**config.mk**
```make
export PLATFORM = sky130hd
export DESIGN_NAME = mpwm_gen
export DESIGN_NICKNAME = d
export VERILOG_FILES = /design/src/rtl/mpwm_pkg.sv /design/src/rtl/mpwm_count_detect.sv /design/src/rtl/mpwm_duty_scale.sv /design/src/rtl/mpwm_phase_slice.sv /design/src/rtl/mpwm_gen.sv
export SDC_FILE = /design/constraint.sdc
export NUM_CORES = 1
export LEC_CHECK = 0
export ABC_CLOCK_PERIOD_IN_PS = 4800
export BUFFER_PORTS_ARGS = -buffer_cell sky130_fd_sc_hd__buf_4
export CAP_MARGIN = 20
export CORE_ASPECT_RATIO = 2
export CORE_MARGIN = 3
export CORE_UTILIZATION = 50
export CTS_CLUSTER_SIZE = 10
export DETAILED_ROUTE_END_ITERATION = 6
export PLACE_DENSITY = 0.69
export RECOVER_POWER = 100
export REMOVE_ABC_BUFFERS = 1
export SYNTH_ARGS = -nofsm -noshare
export SYNTH_HDL_FRONTEND = slang
export SYNTH_HIERARCHICAL = 1
export SYNTH_SLANG_ARGS = --single-unit
```
**constraint.sdc**
```tcl
create_clock -name clk -period 4.8 [get_ports clk]
set_input_delay 0.48 -clock clk [delete_from_list [all_inputs] [get_ports clk]]
set_output_delay 0.48 -clock clk [all_outputs]
set_load 0.1 [all_outputs]
```
**src/rtl/mpwm_pkg.sv**
```systemverilog
package mpwm_pkg;
    typedef enum logic [1:0] {
        PH_IDLE = 2'b00,
        PH_LOW  = 2'b01,
        PH_HIGH = 2'b10
    } phase_code_e;
endpackage

```
**src/rtl/mpwm_count_detect.sv**
```systemverilog
module mpwm_count_detect #(
    parameter int NPH = 4,
    parameter int NW  = $clog2(NPH + 1)
) (
    input  logic [NPH-1:2] sense_open,
    output logic [NW-1:0]  count
);
    // The lowest open sense input above phase 1 sets the count.
    always_comb begin
        count = NW'(NPH);
        for (int k = NPH - 1; k >= 2; k--) begin
            if (sense_open[k]) count = NW'(k);
        end
    end
endmodule

```
**src/rtl/mpwm_duty_scale.sv**
```systemverilog
module mpwm_duty_scale #(
    parameter int PERIOD = 240,
    parameter int DW     = 10,
    parameter int CW     = $clog2(PERIOD),
    parameter int CLAMP  = (PERIOD * 3) / 4
) (
    input  logic [DW-1:0] duty,
    output logic [CW-1:0] hi_cycles
);
    localparam int PRW = DW + CW + 1;

    logic [PRW-1:0] prod;
    logic [PRW-1:0] scaled;

    always_comb begin
        prod   = PRW'(duty) * PRW'(PERIOD);
        scaled = prod >> DW;
        if (scaled > PRW'(CLAMP)) hi_cycles = CW'(CLAMP);
        else                      hi_cycles = CW'(scaled);
    end
endmodule

```
**src/rtl/mpwm_phase_slice.sv**
```systemverilog
module mpwm_phase_slice
    import mpwm_pkg::*;
#(
    parameter int PERIOD = 240,
    parameter int CW     = $clog2(PERIOD),
    parameter int OW     = CW + 2,
    parameter int CLAMP  = (PERIOD * 3) / 4
) (
    input  logic          clk,
    input  logic          rst_n,
    input  logic          run,
    input  logic          active,
    input  logic          force_low,
    input  logic [CW-1:0] cnt,
    input  logic [OW-1:0] offset,
    input  logic [CW-1:0] hi_new,
    output logic [1:0]    code
);
    typedef struct packed {
        logic [CW-1:0] hi;
        phase_code_e   code;
    } slice_st_t;

    slice_st_t s_d, s_q;
    logic [OW-1:0] cnt_x;
    logic [OW-1:0] pos;
    logic [CW-1:0] hi_use;

    always_comb begin
        s_d   = s_q;
        cnt_x = OW'(cnt);
        if (cnt_x >= offset) pos = cnt_x - offset;
        else                 pos = cnt_x + OW'(PERIOD) - offset;
        hi_use = (pos == '0) ? hi_new : s_q.hi;

        if (!run) begin
            s_d.hi   = '0;
            s_d.code = PH_IDLE;
        end else begin
            s_d.hi = hi_use;
            if (!active)                   s_d.code = PH_IDLE;
            else if (force_low)            s_d.code = PH_LOW;
            else if (pos < OW'(hi_use))    s_d.code = PH_HIGH;
            else                           s_d.code = PH_LOW;
        end
    end

    always_ff @(posedge clk or negedge rst_n) begin
        if (!rst_n) begin
            s_q.hi   <= '0;
            s_q.code <= PH_IDLE;
        end else begin
            s_q <= s_d;
        end
    end

    assign code = s_q.code;

    // Checker: length of the current high-side run.
    logic [CW:0] hrun_q;
    always_ff @(posedge clk or negedge rst_n) begin
        if (!rst_n)                  hrun_q <= '0;
        else if (s_q.code == PH_HIGH) hrun_q <= hrun_q + 1'b1;
        else                          hrun_q <= '0;
    end

    a_r5_high_run_limit: assert property (@(posedge clk) disable iff (!rst_n)
        (s_q.code == PH_HIGH) |-> (hrun_q < (CW+1)'(CLAMP)));

    a_r7_unused_idle: assert property (@(posedge clk) disable iff (!rst_n)
        (!active) |=> (s_q.code == PH_IDLE));
endmodule

```
**src/rtl/mpwm_gen.sv**
```systemverilog
module mpwm_gen
    import mpwm_pkg::*;
#(
    parameter int NPH    = 4,
    parameter int PERIOD = 240,
    parameter int DW     = 10
) (
    input  logic             clk,
    input  logic             rst_n,
    input  logic             enable,
    input  logic [NPH-1:2]   sense_open,
    input  logic [DW-1:0]    duty_cmd,
    input  logic             ovp_trip,
    output logic [2*NPH-1:0] phase_code
);
    localparam int CW    = $clog2(PERIOD);
    localparam int NW    = $clog2(NPH + 1);
    localparam int OW    = $clog2(NPH * PERIOD) + 1;
    localparam int CLAMP = (PERIOD * 3) / 4;

    typedef struct packed {
        logic [CW-1:0] cnt;
        logic          run;
        logic [NW-1:0] nph;
        logic          ovp;
    } top_st_t;

    top_st_t s_d, s_q;
    logic [NW-1:0] det_count;
    logic [CW-1:0] hi_cycles;
    logic          run_go;
    logic          force_low;

    mpwm_count_detect #(.NPH(NPH), .NW(NW)) u_detect (
        .sense_open (sense_open),
        .count      (det_count)
    );

    mpwm_duty_scale #(.PERIOD(PERIOD), .DW(DW), .CW(CW), .CLAMP(CLAMP)) u_scale (
        .duty      (duty_cmd),
        .hi_cycles (hi_cycles)
    );

    always_comb begin
        s_d = s_q;
        if (!enable) begin
            s_d.run = 1'b0;
            s_d.cnt = '0;
            s_d.ovp = 1'b0;
        end else if (!s_q.run) begin
            s_d.run = 1'b1;
            s_d.cnt = '0;
            s_d.nph = det_count;
            s_d.ovp = 1'b0;
        end else begin
            s_d.cnt = (s_q.cnt == CW'(PERIOD - 1)) ? '0 : s_q.cnt + 1'b1;
            if (ovp_trip) s_d.ovp = 1'b1;
        end
    end

    always_ff @(posedge clk or negedge rst_n) begin
        if (!rst_n) begin
            s_q.cnt <= '0;
            s_q.run <= 1'b0;
            s_q.nph <= NW'(NPH);
            s_q.ovp <= 1'b0;
        end else begin
            s_q <= s_d;
        end
    end

    assign run_go    = s_q.run & enable;
    assign force_low = s_q.ovp | ovp_trip;

    for (genvar k = 0; k < NPH; k++) begin : g_phase
        logic [OW-1:0] off_k;
        logic          act_k;

        always_comb begin
            off_k = '0;
            for (int n = 2; n <= NPH; n++) begin
                if (32'(s_q.nph) == n) off_k = OW'((k * PERIOD) / n);
            end
            act_k = (32'(s_q.nph) > k);
        end

        mpwm_phase_slice #(.PERIOD(PERIOD), .CW(CW), .OW(OW), .CLAMP(CLAMP)) u_slice (
            .clk       (clk),
            .rst_n     (rst_n),
            .run       (run_go),
            .active    (act_k),
            .force_low (force_low),
            .cnt       (s_q.cnt),
            .offset    (off_k),
            .hi_new    (hi_cycles),
            .code      (phase_code[2*k +: 2])
        );
    end

    logic any_high;
    always_comb begin
        any_high = 1'b0;
        for (int k = 0; k < NPH; k++) begin
            if (phase_code[2*k +: 2] == PH_HIGH) any_high = 1'b1;
        end
    end

    a_r1_cnt_range: assert property (@(posedge clk) disable iff (!rst_n)
        s_q.cnt < CW'(PERIOD));

    a_r2_count_hold: assert property (@(posedge clk) disable iff (!rst_n)
        (s_q.run && enable) |=> $stable(s_q.nph));

    a_r8_crowbar: assert property (@(posedge clk) disable iff (!rst_n)
        (run_go && force_low && enable) |=> !any_high);

    a_r9_idle_off: assert property (@(posedge clk) disable iff (!rst_n)
        (!enable) |=> (phase_code == '0));
endmodule

```
==> results.sh, run 1 <==
export IMPL_vias=9272
export IMPL_dp_cells=1531
export IMPL_gr_total_overflow=0
export IMPL_hpwl_um=21790
export IMPL_syn_inst=1024
export IMPL_hp_class="input pin to register"
export IMPL_regArea_sq_mm=0.001329
export IMPL_grt_pass1_vias=9629
export IMPL_period_minus_slack_ns=5.104
export IMPL_diodes=0
export IMPL_holdWs_ns=0.2945
export IMPL_multi_input_area_sq_mm=0.007948
export IMPL_area_growth_syn_to_layout_pct=44.04
export IMPL_worst_slack_ns=-0.3037
export IMPL_power_density_mw_per_mm2=296.1
export IMPL_grtUsageTotal=0.2906
export IMPL_synthesis_area_sq_mm=0.008909
export IMPL_worst_pin_slew_ns=3.090
export IMPL_clk_pin_slew_ns=0.08
export IMPL_cp_cell_sequence="buf_4, inv_4, buf_6, fa_1, fa_1, inv_1, ha_4, nand4_1, o22ai_4, buf_12, nor4b_4, mux2i_2, o211ai_2, a21oi_1, clkbuf_1, buf_4, mux2i_4, ha_1, and3_1, nand3_1, a311oi_2, and3_1, o21ba_2"
export IMPL_cts_tree="built"
export IMPL_ys_types=112
export IMPL_cts_root_buf="clkbuf_16"
export IMPL_clockBufferDepth=2
export IMPL_drc=0
export IMPL_critPathSlowestCell="fa_1"
export IMPL_violations="max-capacitance violations, max-slew violations, negative setup slack"
export IMPL_drtAntennaViolNets=0
export IMPL_yosys_area_top_type_share=0.1770
export IMPL_synth_seq_area_share=0.1490
export IMPL_p_leak_nw=5.920
export IMPL_via_per_inst=5.748
export IMPL_ir_drop_mv=0.1720
export IMPL_cts_buffers=5
export IMPL_synth_warning_count=6
export IMPL_cts_sinks=53
export IMPL_grt_max_degree=54
export IMPL_synth_top_area_cell="ha_1"
export IMPL_io_pins=24
export IMPL_clkLatencyLatePin_ns=0.32
export IMPL_syn_avg_cell_area_sq_um=8.700
export IMPL_htreeDepth=2
export IMPL_fp_dieW_um=100.4
export IMPL_die_y_um=194.8
export IMPL_initial_core_util=0.5133
export IMPL_async_reset_ff_frac=1.000
export IMPL_fin_cells=1613
export IMPL_drt_wirelength_per_cell_um=18.93
export IMPL_end_kind="register"
export IMPL_drt_wl_total_um=30530
export IMPL_maxSlewHeadroom=-1.060
export IMPL_path_max_fanout=5
export IMPL_place_gp_congestion=0.9347
export IMPL_arrival_ns=5.36
export IMPL_worstSetupPathType="input pin to register"
export IMPL_core_area_sq_mm=0.01736
export IMPL_drv_slew=103
export IMPL_finalCoreUtilization=0.7393
export IMPL_fin_crit_sh=1.063
export IMPL_cp_required_ns=5.06
export IMPL_hold_violations=0
export IMPL_cp_slowest_stage_delay_ns=0.51
export IMPL_drt_pass1_iterations=5
export IMPL_fin_nets=1580
export IMPL_setup_viol=8
export IMPL_fill_cells=1186
export IMPL_grt_pass1_wl_um=45220
export IMPL_fmax_mhz=195.9
export IMPL_status="finished with violations"
export IMPL_layout_drive_gt1_share=0.3870
export IMPL_yosys_top_cells_count="inv_1, ha_1, nand2_1"
export IMPL_critPathLaunchType="input pin"
export IMPL_drtIter0Drc=568
export IMPL_die_area_sq_mm=0.01955
export IMPL_post_synth_top_count_cell="inv_1"
export IMPL_rows=68
export IMPL_skew_ns=0.008952
export IMPL_synth_area_leaders="ha_1, dfrtp_1, fa_1"
export IMPL_rsz0062_at_grt="yes"
export IMPL_io_buffers=23
export IMPL_ys_ff_latch=53
export IMPL_synthFlopType="dfrtp_1"
export IMPL_antenna_found_initial=0
export IMPL_synth_edff_count=0
export IMPL_cap_viol_max_count=2
[layout make-up]
type                    instances  share of cell area
multi-input cells             862              0.6193
repair buffers                335              0.2016
flip-flops and latches         53              0.1035
inverters                     145             0.04358
well taps                     210             0.02048
clock buffers                   5            0.009750
clock inverters                 3            0.001658
[state kept, by name (all words and copies together), names as in the netlist]
register              count
g_phase.u_slice/code      8
s_q                      13
g_phase.u_slice/s_q      32
[metrics by stage]
stage	power, mW	setup slack, ns	TNS (ns)	area [sq um]
floorplan	1.715	-0.5578	-3.167	8950
global placement	2.611	-0.6244	-3.473	11170
detailed placement	2.653	-0.6670	-4.045	11170
CTS	3.444	-0.2578	-0.7278	12360
global route	4.004	-0.4404	-3.261	12830
finish	3.800	-0.3037	-1.999	12830
[placed cells by master, fill, tap and decap left out, types with 17 or more instances in the layout]
master,n
dfrtp_1,51
xnor2_1,36
inv_2,17
buf_4,292
nor3_1,18
ha_1,104
fa_1,29
ha_4,19
conb_1,61
buf_6,26
nand3_1,17
mux2i_1,31
nor2_1,33
nand2_1,71
o21ai_0,23
inv_1,122
a21oi_1,38
nor2b_1,27
[path summary, 6_finish.rpt]
check	start	to	slack, ns	cells after the start
max	duty_cmd[5]	g_phase[1].u_slice/code[0]$_DFF_PN0_	-0.30	23
min	enable	s_q[4]$_DFF_PN0_	0.29	1
max reg2reg	s_q[3]$_DFFE_PN1P_	g_phase[1].u_slice/code[0]$_DFF_PN0_	-0.28	23
min reg2reg	g_phase[0].u_slice/s_q[2]$_DFF_PN0_	g_phase[0].u_slice/code[1]$_DFF_PN0_	0.54	2
max in group asynchronous	rst_n	s_q[2]$_DFFE_PN0P_	1.69	1
min in group asynchronous	rst_n	s_q[2]$_DFFE_PN0P_	1.17	1
[worst max-delay path, delay by kind of cell]
kind | cells | cell delay (ns)
adders and majority gates | 4 | 1.56
buffers and inverters | 7 | 1.12
AOI/OAI and AO/OA | 5 | 1.07
and+or+nand+nor | 5 | 0.88
muxes | 2 | 0.27
[routing by layer]
layer	routed length, um	vias to the layer above	part of all wire	GRT usage
met5	0	-	0	0
met4	3227	0	0.11	0.2369
met3	1093	181	0.036	0.03017
met2	16650	331	0.55	0.5566
met1	9560	4455	0.31	0.2593
li1	-	4305	-	-
[cells by family after synthesis]
group | after synthesis | synth area share
and+or+nand+nor | 283 | 0.1767
adders and majority gates | 162 | 0.2579
other | 1 | 0.0004209
AOI/OAI and AO/OA | 239 | 0.2034
xor gates and xnor gates | 55 | 0.05492
buffers and inverters | 169 | 0.08174
DFF | 53 | 0.1490
muxes | 62 | 0.07598
[where the power goes]
group,switching [mW],total (mW),internal (mW)
logic,1.51,2.94,1.43
clock network,0.201,0.397,0.196
registers,0.00736,0.462,0.455
[timing repair]
action | in CTS | in global routing
endpoints found under the setup margin | 8 | 8
resized for setup | 129 | 88
setup buffers | 57 | 19
pin swaps | 87 | 66
hold buffers | 0 | 0
Power figures use the tool's default switching activity.
==> inputs of run 2 (changes only) <==
--- a/config.mk
+++ b/config.mk
@@ -5,6 +5,7 @@
 export SDC_FILE = /design/constraint.sdc
 export NUM_CORES = 1
 export LEC_CHECK = 0
+export ABC_AREA = 0
 export ABC_CLOCK_PERIOD_IN_PS = 4800
 export BUFFER_PORTS_ARGS = -buffer_cell sky130_fd_sc_hd__buf_4
 export CAP_MARGIN = 20
==> constraint.sdc (replaced) <==
create_clock -name clk -period 4.8 [get_ports clk]
set_input_delay 0.72 -clock clk [delete_from_list [all_inputs] [get_ports clk]]
set_output_delay 0.72 -clock clk [all_outputs]
set_load 0.1 [all_outputs]
==> results.sh, run 2 (synthesis gave the netlist of run 1 again) <==
export IMPL_multi_input_area_sq_mm=0.007975
export IMPL_clockBufferDepth=2
export IMPL_ir_drop_mv=0.1692
export IMPL_dpl_cell_area_sq_mm=0.01115
export IMPL_regArea_sq_mm=0.001330
export IMPL_netSwitchingPower_mw=1.704
export IMPL_cp_required_ns=5.06
export IMPL_io_pins=24
export IMPL_power_density_mw_per_mm2=300.3
export IMPL_worst_slack_ns=-0.4591
export IMPL_fill_cells=1225
export IMPL_die_y_um=194.8
export IMPL_rr_endpoint="g_phase[3].u_slice/code[0]$_DFF_PN0_"
export IMPL_fp_dieW_um=100.4
export IMPL_stdcell_area_sq_mm=0.01268
export IMPL_end_kind="register"
export IMPL_clk_pin_slew_ns=0.08
export IMPL_worstSetupPathType="input pin to register"
export IMPL_initial_core_util=0.5133
export IMPL_final_common_cell="buf_4"
export IMPL_rr_worst_depth=26
export IMPL_cts_root_buf="clkbuf_16"
export IMPL_ctsHoldBuffers=0
export IMPL_area_growth_syn_to_layout_pct=42.33
export IMPL_die_area_sq_mm=0.01955
export IMPL_drt_pass1_iterations=4
export IMPL_fin_crit_sh=1.096
export IMPL_rows=68
export IMPL_period_minus_slack_ns=5.259
export IMPL_grt_max_degree=54
export IMPL_core_area_sq_mm=0.01736
export IMPL_clkLatencyLatePin_ns=0.31
export IMPL_grtUsageTotal=0.2843
export IMPL_hpwl_um=21790
export IMPL_violations="max-capacitance violations, max-slew violations, negative setup slack"
export IMPL_critPathLaunchType="input pin"
export IMPL_hp_start="g_phase[0].u_slice/s_q[2]$_DFF_PN0_"
export IMPL_arrival_ns=5.52
export IMPL_worst_pin_slew_ns=3.031
export IMPL_p_seq_frac=0.122
export IMPL_grt_pass1_vias=9502
export IMPL_layout_drive_gt1_share=0.3773
export IMPL_p_comb_frac=0.763
export IMPL_min_path_cells=2
export IMPL_cap_viol_max_count=1
export IMPL_drt_wl_total_um=29470
export IMPL_drtAntennaViolNets=0
export IMPL_drc=0
export IMPL_hp_class="register to register"
export IMPL_place_gp_congestion=0.9522
export IMPL_largest_reg_flops=32
export IMPL_drv_slew=54
export IMPL_diodes=0
export IMPL_setup_viol=8
export IMPL_skew_ns=0.01303
export IMPL_gr_total_overflow=0
export IMPL_r2r_start="s_q[3]$_DFFE_PN1P_"
export IMPL_fin_nets=1550
export IMPL_path_max_fanout=3
export IMPL_cts_buffers=5
export IMPL_grt_pass1_wl_um=44330
export IMPL_intPower_mw=2.103
export IMPL_antenna_found_initial=0
export IMPL_ff2ff_setup_slack_ns=-0.31
export IMPL_io_buffers=23
export IMPL_finalCoreUtilization=0.7305
export IMPL_top_regs="g_phase.u_slice/s_q (32), s_q (13), g_phase.u_slice/code (8)"
export IMPL_maxSlewHeadroom=-1.021
export IMPL_hold_violations=0
export IMPL_rsz0062_at_grt="yes"
export IMPL_top_register="g_phase.u_slice/s_q"
export IMPL_fmax_mhz=190.1
export IMPL_drt_wirelength_per_cell_um=18.62
export IMPL_cts_sinks=53
export IMPL_final_cell_mix="buf_4, inv_1, ha_1, nand2_1, conb_1"
export IMPL_clock_power_share=0.115
export IMPL_drtIter0Drc=424
export IMPL_via_per_inst=5.749
export IMPL_vias=9100
export IMPL_htreeDepth=2
export IMPL_min_to="g_phase[0].u_slice/code[1]$_DFF_PN0_"
export IMPL_p_leak_nw=5.797
export IMPL_switching_share=0.4475
export IMPL_cts_tree="built"
export IMPL_p_total_mw=3.807
export IMPL_status="finished with violations"
[run 2: layout make-up]
| class | instances | share of cell area |
|---|---|---|
| Sequential cell | 53 | 0.1049 |
| Multi-Input combinational cell | 862 | 0.6290 |
| Tap cell | 210 | 0.02072 |
| Timing Repair Buffer | 305 | 0.1883 |
| Clock buffer | 6 | 0.01016 |
| Clock inverter | 2 | 0.003059 |
| Inverter | 145 | 0.04391 |
[run 2: stage by stage]
step                      TNS [ns]  setup WS (ns)  cells  hold WS, ns
after global placement      -5.000        -0.8113   1528       0.5057
final                       -2.880        -0.4591   1583       0.5370
after CTS                   -1.486        -0.2868   1569       0.4781
after floorplan             -3.953        -0.6841   1060       0.4244
after global routing        -4.166        -0.6647   1583       0.5535
after detailed placement    -5.913        -0.9600   1528       0.5033
[run 2: worst max-delay path by stage]
stage	start	endpoint	depth (start not counted)
4_1_cts	duty_cmd[2]	g_phase[0].u_slice/code[0]$_DFF_PN0_	23
3_5_place_dp	duty_cmd[3]	g_phase[2].u_slice/code[1]$_DFF_PN0_	23
2_1_floorplan	duty_cmd[7]	g_phase[2].u_slice/code[1]$_DFF_PN0_	22
6_report	duty_cmd[2]	g_phase[2].u_slice/code[1]$_DFF_PN0_	23
5_1_grt	duty_cmd[2]	g_phase[2].u_slice/code[1]$_DFF_PN0_	22
3_3_place_gp	duty_cmd[3]	g_phase[2].u_slice/code[1]$_DFF_PN0_	23
[run 2: power groups by stage]
stage / sequential, mW / combinational (mW) / clock [mW]
global route: 0.465 / 3.11 / 0.461
CTS: 0.463 / 2.54 / 0.438
floorplan: 0.492 / 1.22 / 0
detailed placement: 0.471 / 2.17 / 0
finish: 0.464 / 2.91 / 0.438
global placement: 0.470 / 2.14 / 0
[run 2: worst max-delay path: stages]
cell       delay [ns]
buf_6            0.10
buf_6            0.11
fa_2             0.56
fa_1             0.46
ha_4             0.30
a21oi_4          0.07
buf_6            0.12
buf_4            0.12
nor3_2           0.28
nor4b_1          0.13
mux2i_2          0.35
o211ai_4         0.18
a21oi_2          0.21
mux2i_1          0.14
ha_1             0.20
a21o_1           0.18
a21o_1           0.15
a21o_1           0.20
a2111oi_4        0.29
o211a_1          0.24
and3_4           0.19
a32oi_1          0.04
a21bo_1          0.19
[run 2: routing by layer]
layer	up-vias	routed length, um	track usage
met3	177	864	0.02407
met4	0	2857	0.2414
met5	-	0	0
li1	4240	-	-
met1	4374	9484	0.2543
met2	309	16270	0.5428
[run 2: timing repair]
item                                    in CTS  in global routing
pin swaps                                   84                 61
cloned                                       0                  0
buffers inserted                            34                 16
gates resized for setup                    125                 79
endpoints found under the setup margin       8                  8
